$ cat src/rtl/vga_plane_pkg.sv
package vga_plane_pkg;
  parameter int NUM_PLANES = 4;
  parameter int PLANE_W    = 8;

  typedef enum logic [1:0] {
    WM_ROTATE  = 2'd0,
    WM_COPY    = 2'd1,
    WM_EXPAND  = 2'd2,
    WM_PATTERN = 2'd3
  } wrMode_e;

  typedef enum logic [1:0] {
    LF_REPLACE = 2'd0,
    LF_AND     = 2'd1,
    LF_OR      = 2'd2,
    LF_XOR     = 2'd3
  } logicFunc_e;

  typedef struct packed {
    logic                  copyLatch;
    logic                  expandCpu;
    logic                  patternSel;
    logic [NUM_PLANES-1:0] useSetReset;
  } ctlStrobes_t;
endpackage

$ cat src/rtl/vga_plane_ctrl.sv
module vga_plane_ctrl
  import vga_plane_pkg::*;
(
  input  logic [1:0]            wrMode,
  input  logic [NUM_PLANES-1:0] setResetEnable,
  output ctlStrobes_t           strobes
);
  wrMode_e modeSel;

  always_comb begin
    modeSel = wrMode_e'(wrMode);
    strobes = '0;
    unique case (modeSel)
      WM_ROTATE:  strobes.useSetReset = setResetEnable;
      WM_COPY:    strobes.copyLatch   = 1'b1;
      WM_EXPAND:  strobes.expandCpu   = 1'b1;
      WM_PATTERN: begin
        strobes.patternSel  = 1'b1;
        strobes.useSetReset = '1;
      end
      default:    strobes = '0;
    endcase
  end
endmodule

$ cat src/rtl/vga_plane_latch.sv
module vga_plane_latch
  import vga_plane_pkg::*;
#(
  parameter int BUS_W = NUM_PLANES * PLANE_W
) (
  input  logic             clk,
  input  logic             rst_n,
  input  logic             latchLoad,
  input  logic [BUS_W-1:0] memRdData,
  output logic [BUS_W-1:0] latchQ
);
  always_ff @(posedge clk or negedge rst_n) begin
    if (!rst_n)         latchQ <= '0;
    else if (latchLoad) latchQ <= memRdData;
  end

  // a load strobe captures the read data
  assert_latch_capture_R2: assert property (@(posedge clk) disable iff (!rst_n)
    latchLoad |=> (latchQ == $past(memRdData)));

  // without a strobe the latches hold
  assert_latch_hold_R3: assert property (@(posedge clk) disable iff (!rst_n)
    !latchLoad |=> $stable(latchQ));
endmodule

$ cat src/rtl/vga_plane_datapath.sv
module vga_plane_datapath
  import vga_plane_pkg::*;
#(
  parameter int ROT_W = $clog2(PLANE_W),
  parameter int BUS_W = NUM_PLANES * PLANE_W
) (
  input  logic                  clk,
  input  logic                  rst_n,
  input  ctlStrobes_t           strobes,
  input  logic [PLANE_W-1:0]    cpuData,
  input  logic [ROT_W-1:0]      rotCount,
  input  logic [NUM_PLANES-1:0] setResetColor,
  input  logic [PLANE_W-1:0]    bitMask,
  input  logic [1:0]            logicFunc,
  input  logic [BUS_W-1:0]      latchQ,
  output logic [BUS_W-1:0]      planeData
);
  logic [2*PLANE_W-1:0] rotWide;
  logic [PLANE_W-1:0]   rotated;
  logic [PLANE_W-1:0]   mergeSel;

  always_comb begin
    rotWide  = {cpuData, cpuData} >> rotCount;
    rotated  = rotWide[PLANE_W-1:0];
    mergeSel = strobes.patternSel ? (rotated & bitMask) : bitMask;
  end

  for (genvar p = 0; p < NUM_PLANES; p++) begin : g_plane
    logic [PLANE_W-1:0] latchByte;
    logic [PLANE_W-1:0] srcByte;
    logic [PLANE_W-1:0] aluByte;
    logic [PLANE_W-1:0] outByte;

    always_comb begin
      latchByte = latchQ[p*PLANE_W +: PLANE_W];
      if (strobes.useSetReset[p])  srcByte = {PLANE_W{setResetColor[p]}};
      else if (strobes.expandCpu)  srcByte = {PLANE_W{cpuData[p]}};
      else                         srcByte = rotated;
      unique case (logicFunc_e'(logicFunc))
        LF_AND:  aluByte = srcByte & latchByte;
        LF_OR:   aluByte = srcByte | latchByte;
        LF_XOR:  aluByte = srcByte ^ latchByte;
        default: aluByte = srcByte;
      endcase
      if (strobes.copyLatch) outByte = latchByte;
      else                   outByte = (aluByte & mergeSel) | (latchByte & ~mergeSel);
      planeData[p*PLANE_W +: PLANE_W] = outByte;
    end
  end

  // copy mode returns the latches untouched
  assert_copy_latch_R4: assert property (@(posedge clk) disable iff (!rst_n)
    strobes.copyLatch |-> (planeData == latchQ));

  // masked-off bit positions come from the latch
  assert_mask_keeps_latch_R10: assert property (@(posedge clk) disable iff (!rst_n)
    (!strobes.copyLatch && !strobes.patternSel) |->
      ((planeData & ~{NUM_PLANES{bitMask}}) == (latchQ & ~{NUM_PLANES{bitMask}})));

  // in pattern mode, bits outside the mask never change
  assert_pattern_masked_R8: assert property (@(posedge clk) disable iff (!rst_n)
    strobes.patternSel |->
      ((planeData & ~{NUM_PLANES{bitMask}}) == (latchQ & ~{NUM_PLANES{bitMask}})));

  // only one mode strobe at a time
  assert_one_mode_R4: assert property (@(posedge clk) disable iff (!rst_n)
    $onehot0({strobes.copyLatch, strobes.expandCpu, strobes.patternSel}));
endmodule

$ cat src/rtl/vga_plane_writer.sv
module vga_plane_writer
  import vga_plane_pkg::*;
(
  input  logic        clk,
  input  logic        rst_n,
  input  logic        latchLoad,
  input  logic [31:0] memRdData,
  input  logic [7:0]  cpuData,
  input  logic [1:0]  wrMode,
  input  logic [2:0]  rotCount,
  input  logic [3:0]  setResetColor,
  input  logic [3:0]  setResetEnable,
  input  logic [7:0]  bitMask,
  input  logic [1:0]  logicFunc,
  output logic [31:0] planeData
);
  ctlStrobes_t strobes;
  logic [31:0] latchQ;

  vga_plane_ctrl i_ctrl (
    .wrMode         (wrMode),
    .setResetEnable (setResetEnable),
    .strobes        (strobes)
  );

  vga_plane_latch i_latch (
    .clk       (clk),
    .rst_n     (rst_n),
    .latchLoad (latchLoad),
    .memRdData (memRdData),
    .latchQ    (latchQ)
  );

  vga_plane_datapath i_dp (
    .clk           (clk),
    .rst_n         (rst_n),
    .strobes       (strobes),
    .cpuData       (cpuData),
    .rotCount      (rotCount),
    .setResetColor (setResetColor),
    .bitMask       (bitMask),
    .logicFunc     (logicFunc),
    .latchQ        (latchQ),
    .planeData     (planeData)
  );
endmodule

$ cat config.mk
export PLATFORM = sky130hd
export DESIGN_NAME = vga_plane_writer
export DESIGN_NICKNAME = d
export VERILOG_FILES = /design/src/rtl/vga_plane_pkg.sv /design/src/rtl/vga_plane_ctrl.sv /design/src/rtl/vga_plane_latch.sv /design/src/rtl/vga_plane_datapath.sv /design/src/rtl/vga_plane_writer.sv
export SDC_FILE = /design/constraint.sdc
export NUM_CORES = 1
export LEC_CHECK = 0
export ABC_AREA = 1
export BUFFER_PORTS_ARGS = -buffer_cell sky130_fd_sc_hd__clkbuf_2
export CORE_MARGIN = 3
export CORE_UTILIZATION = 35
export CTS_CLUSTER_DIAMETER = 120
export DETAILED_ROUTE_END_ITERATION = 6
export GPL_TIMING_DRIVEN = 0
export SYNTH_ARGS = -nofsm -noshare
export SYNTH_HDL_FRONTEND = slang
export SYNTH_SLANG_ARGS = --single-unit
$ cat constraint.sdc
create_clock -name clk -period 4.06 [get_ports clk]
set_clock_uncertainty 0.1 [all_clocks]
set_input_delay 0.609 -clock clk [delete_from_list [all_inputs] [get_ports clk]]
set_output_delay 0.609 -clock clk [all_outputs]
set_load 0.005 [all_outputs]
==> metrics, run 1 <==
run status completed; share of flip-flops with an asynchronous set or reset 1.000; post-synth top area cell nand2_1; Hold-fix buffers, CTS 0; cell count after synthesis just over 700; largest net degree at the start of global routing 33; area of the multi-input gates approximately 3200 um^2; register area between 800 and 900 um^2; Fillers 1392; synth cell count leaders 265 x nand2_1, 81 x inv_1, 68 x ha_1, 66 x nand3_1, 39 x a21oi_1; vias 5033; crit path to planeData[12]; CTS Buf Count 5; # port buffers just over 90; CTS resizes 0; Req. time, crit path between 3 and 4 ns; crit share post-route 0.9115; Max Fanout on Critical Path 10; YS warnings 0; Static Leak slightly above 0.003 uW; Setup TNS 0 ns; vias in the first global route 4728; cell area after synthesis around 4500 um^2; Die Span Y ~120 um; First-pass DRT Iterations 5; reg2reg end i_latch.latchQ[8]; Worst-Margin Slew about 0.98 ns; synth unique cells 22; synthesized flop and latch total 32; Final Max Slew Viols 0; Root Buffer clkbuf_16; ys flop type dfrtp_1; syn_area_per_cell ~6.3 um^2; post-CTS setup buffer count 0; RSZ-0062 raised after global routing no; most frequent cell after synthesis nand2_1; Initial Util 0.3675; RePlAce Congestion a little over 0.9; area share of the largest cell type after synthesis 0.2189; Hold WC Path Type in2async; Finish-stage setup viols 0; Clock transition at path regs about 0.060 ns; Peak supply drop ~0.00022 V; syn_nets around 860; core area approximately 12000 um^2; Crit Path Category in2out; initial DRC count ~470; first-pass GRT wire length 24.91 mm; top cells by area, synth nand2_1 22%, ha_1 19%, dfrtp_1 18%; max reg flops 32; fin nets 957; number of synthesized flops with an enable pin 0; Rows 40; Die X between 100 and 150 um; routed len/inst between 15 and 20 um; Top-Level Pins 98; Clock Sinks 32; reg2reg start i_latch.latchQ[8]; dpl hpwl ~12 mm; Critical Path Source Type primary input; worst endpoint data arrival time 2.99 ns; layout cells sized above 1 0.1942; vias per std cell 5.074; final WL about 16 mm; Top reg by flops i_latch.latchQ; Tmin final between 3 and 4 ns; Finished Core Util 0.4350; Worst setup EP type output port; initial antenna violation count 0; P per Cell Area ~270 nW/um^2; # diodes 0; Total GRT Usage 0.2203; R2R setup slack about 3.2 ns; Max clock buf depth 2; Die ar. 14380 um^2; worst-skew pair later-pin latency between 0.2 and 0.3 ns; Area growth syn-to-layout 18.37%; CP Launch Point wrMode[0]; DRT antenna net count 0; slew margin rel. 0.3483; TritonCTS clock tree yes; endpoints failing hold 0; DRC viols 0; FMAX 0.2702 GHz; # H-tree levels 2; max_cap viols 0; sequential share of the synthesized area 0.1763; Congestion Overflow GR 0; biggest regs i_latch.latchQ x32; r2r worst-path depth 2
## report_power, final
| part | total [uW] | switching (uW) | internal, uW |
|---|---|---|---|
| registers | 372 | 23.9 | 348 |
| clock network | 452 | 162 | 289 |
| logic | 643 | 409 | 234 |
## worst max-delay path, cell delays in order
cell and delay (ns):
clkbuf_2 0.11, inv_1 0.06, ha_1 0.34, a21oi_1 0.28
nand2_1 0.25, clkbuf_1 0.27, nand2_1 0.16, inv_1 0.06
ha_1 0.26, a221oi_1 0.27, nor2_1 0.08, nand2_1 0.09
nand2_1 0.06, clkbuf_2 0.11
## layout by cell type, fill, tap and decap left out
master,instances
buf_6,2
nand3_1,66
nor2_4,1
nor3_1,21
nand2_2,25
clkinv_2,1
clkbuf_2,92
buf_1,1
a21oi_1,39
buf_2,18
dfrtp_1,32
a21oi_2,1
a221oi_1,9
inv_2,3
buf_4,2
clkbuf_16,5
nor2_1,17
o21ai_0,32
inv_1,81
bufinv_16,1
inv_8,1
nand2_1,265
ha_1,68
clkbuf_1,12
a211oi_1,21
o21ai_4,8
## final cells by class
type                    instances  area share
plain buffers                  34     0.03211
inverters                      85     0.06073
clock inverters                 2    0.006515
well taps                     168     0.03909
flip-flops and latches         32      0.1489
clock buffers                   6     0.02396
repair buffers                 92     0.08562
multi-input cells             573      0.6031
## kinds of logic after synthesis
logic type / Yosys count / synth area share
and+or+nand+nor: 395 / 0.3657
DFF: 32 / 0.1763
AOI/OAI and AO/OA: 110 / 0.1608
buffers and inverters: 119 / 0.1099
adders and majority gates: 68 / 0.1873
## metal layers
layer,vias to the layer above,track usage,routed length [um]
met5,-,0,0
li1,2544,-,-
met2,201,0.3579,7014
met1,2265,0.3007,7126
met3,23,0.02639,1111
met4,0,0.07731,485
## through the flow
stage,area (um^2),hold WS [ns],total power [uW],instances,setup slack (ns)
global route,5378,0.4351,1581,992,0.08457
finish,5378,0.3654,1466,992,0.3592
CTS,5378,0.3939,1469,992,0.4146
global placement,5214,0.4748,1011,984,0.4123
detailed placement,5214,0.4802,1017,984,0.4219
floorplan,4543,0.2134,796.2,724,1.029
## how the worst min path moves through the flow
| stage | endpoint | startpoint | cells past startpoint |
|---|---|---|---|
| floorplan | i_latch.latchQ[0] | rst_n | 0 |
| global placement | i_latch.latchQ[19] | i_latch.latchQ[19] | 2 |
| detailed placement | i_latch.latchQ[4] | i_latch.latchQ[4] | 2 |
| CTS | i_latch.latchQ[26] | rst_n | 1 |
| global route | i_latch.latchQ[27] | rst_n | 1 |
| finish | i_latch.latchQ[26] | rst_n | 1 |
Power figures use the tool's default switching activity.
==> run 2: changes to the inputs <==
Settings changed: CORE_UTILIZATION 35 to 53, PLACE_DENSITY set to 0.78.
==> run 2 against run 1 <==
  * Clock power shrank 38%
  * Power shrank 11%
  * Critical path type unchanged
  * Non-clock buffer count is the same
  * Critical endpoint is now planeData[11]
  * Cell count shrank 6.4%
  * Combinational power grew 1%
  * Global-route usage grew 9.2 points
==> metrics, run 2 (synthesized netlist as in run 1, its figures left out) <==
Root Buffer clkbuf_8; Finish-stage setup viols 0 (unchanged); TritonCTS clock tree yes; layout cells sized above 1 0.1942 (unchanged); Final Max Slew Viols 0 (unchanged); crit share post-route 0.9275 (+0.01596); Layout Cells excl Fill 929 (-6.4%); DRC viols 0 (unchanged); Die X 98.59 um (-18%); vias 5225 (+3.8%); Max Fanout on Critical Path 10 (unchanged); post-route cell area 5229 um^2 (-2.8%); DRT antenna net count 0 (unchanged); max reg flops 32 (unchanged); initial DRC count 390 (-16%); Static Leak 0.003054 uW (-1.2%); vias in the first global route 5041 (+6.6%); Critical Path Source Type primary input; # port buffers 92 (unchanged); post-CTS setup buffer count 0 (unchanged); RSZ-0062 raised after global routing no; Rows 33 (-18%); Max clock buf depth 2 (unchanged); Worst setup EP type output port; max_cap viols 0 (unchanged); Placed Area 5135 um^2 (-1.5%); dpl hpwl 11.34 mm (-2.9%); Req. time, crit path 3.35 ns (about the same); Hold-fix buffers, CTS 0 (unchanged); Clock Sinks 32 (unchanged); final WL 15.35 mm (-2.5%); Total GRT Usage 0.3127 (+0.09238); vias per std cell 5.624 (+11%); run status completed; slew margin rel. 0.3430 (-0.005222); Clock transition at path regs 0.09 ns (+0.03 ns); most common cell after layout, fill and taps aside nand2_1; Top-Level Pins 98 (unchanged); FMAX 0.2656 GHz (-1.7%); first-pass GRT wire length 24.58 mm (-1.3%); Initial Util 0.5502 (+0.1826); Die ar. 9719 um^2 (-32%); fin nets 957 (unchanged); Die Span Y 98.59 um (-18%); CTS Buf Count 5 (unchanged); most frequent cells in the layout 265 x nand2_1, 92 x clkbuf_2, 81 x inv_1; First-pass DRT Iterations 5 (unchanged); endpoints failing hold 0 (unchanged); routed len/inst 16.52 um (+4.1%); Tot Pwr 1305 uW (-11%); core area 8258 um^2 (-33%); biggest regs i_latch.latchQ x32; # diodes 0 (unchanged); Area growth syn-to-layout 15.09%; CTS resizes 0 (unchanged); Top reg by flops i_latch.latchQ; dpl cells 921 (-6.4%); Setup TNS 0 ns (unchanged); initial antenna violation count 0 (unchanged); Worst-Margin Slew 0.9854 ns (+0.007832 ns); Crit Path Category in2out; P per Cell Area 249.6 nW/um^2 (-8.5%); Congestion Overflow GR 0 (unchanged); worst-skew pair later-pin latency 0.29 ns (about the same); Hold WC Path Type in2async; # H-tree levels 2 (unchanged); worst endpoint data arrival time 3.06 ns (+0.07 ns); Tmin final 3.766 ns (+0.06478 ns); largest net degree at the start of global routing 33 (unchanged); Peak supply drop 0.0001451 V (-35%); RePlAce Congestion 0.9307 (+1.2%)
==> run 2: changes by cell type in the layout (fill, tap and decap cells not counted), sizes merged <==
cell	delta
clkinv	-1
bufinv	-1
clkinvlp	+1
clkbuf	+1
==> run 2: worst max-delay path, stage by stage <==
cell and delay, ns:
clkbuf_2 0.11, inv_1 0.06, ha_1 0.34, a21oi_1 0.30
nand2_1 0.24, clkbuf_1 0.28, nand2_1 0.16, inv_1 0.05
ha_1 0.27, a221oi_1 0.30, nor2_1 0.09, nand2_1 0.08
nand2_1 0.05, clkbuf_2 0.11
==> run 2: through the flow <==
| step | util | worst slack (ns) | hold WS [ns] |
|---|---|---|---|
| after floorplan | - | 1.029 | 0.2134 |
| after global placement | 0.6218 | 0.4466 | 0.4639 |
| after detailed placement | 0.6218 | 0.3726 | 0.4746 |
| after CTS | 0.6332 | 0.3728 | 0.3851 |
| after global routing | 0.6332 | 0.003274 | 0.3988 |
| final | 0.6332 | 0.2944 | 0.3558 |
==> run 2: power breakdown <==
group	internal [uW]	switching (uW)	total, uW	leakage [uW]
sequential	347	23.7	371	0.000389
combinational	237	416	652	0.00262
clock	138	144	282	0.0000445
==> run 2: final timing paths <==
check                      slack, ns            endpoint          startpoint  cells after the start
setup / recovery                0.29       planeData[11]           wrMode[0]                     14
hold / removal                  0.36  i_latch.latchQ[26]               rst_n                      1
setup reg to reg                3.24   i_latch.latchQ[2]   i_latch.latchQ[2]                      2
hold reg to reg                 0.48  i_latch.latchQ[30]  i_latch.latchQ[30]                      2
max in group asynchronous       2.89  i_latch.latchQ[22]               rst_n                      1
min in group clk                0.41   i_latch.latchQ[8]        memRdData[8]                      3
==> run 2: cell type report <==
type	count	area, um^2
fillers	834	3029
inverters	85	326.6
repair buffers	92	460.4
well taps	105	131.4
flip-flops and latches	32	800.8
clock buffers	7	86.33
clock inverters	1	7.507
multi-input cells	573	3243
plain buffers	34	172.7
==> run 2: routing by layer <==
metal | track usage | vias up | routed length (um)
li1 | - | 2541 | -
met3 | 0.03963 | 51 | 1232
met5 | 0 | - | 0
met2 | 0.5086 | 274 | 6965
met1 | 0.4178 | 2359 | 6537
met4 | 0.1334 | 0 | 615
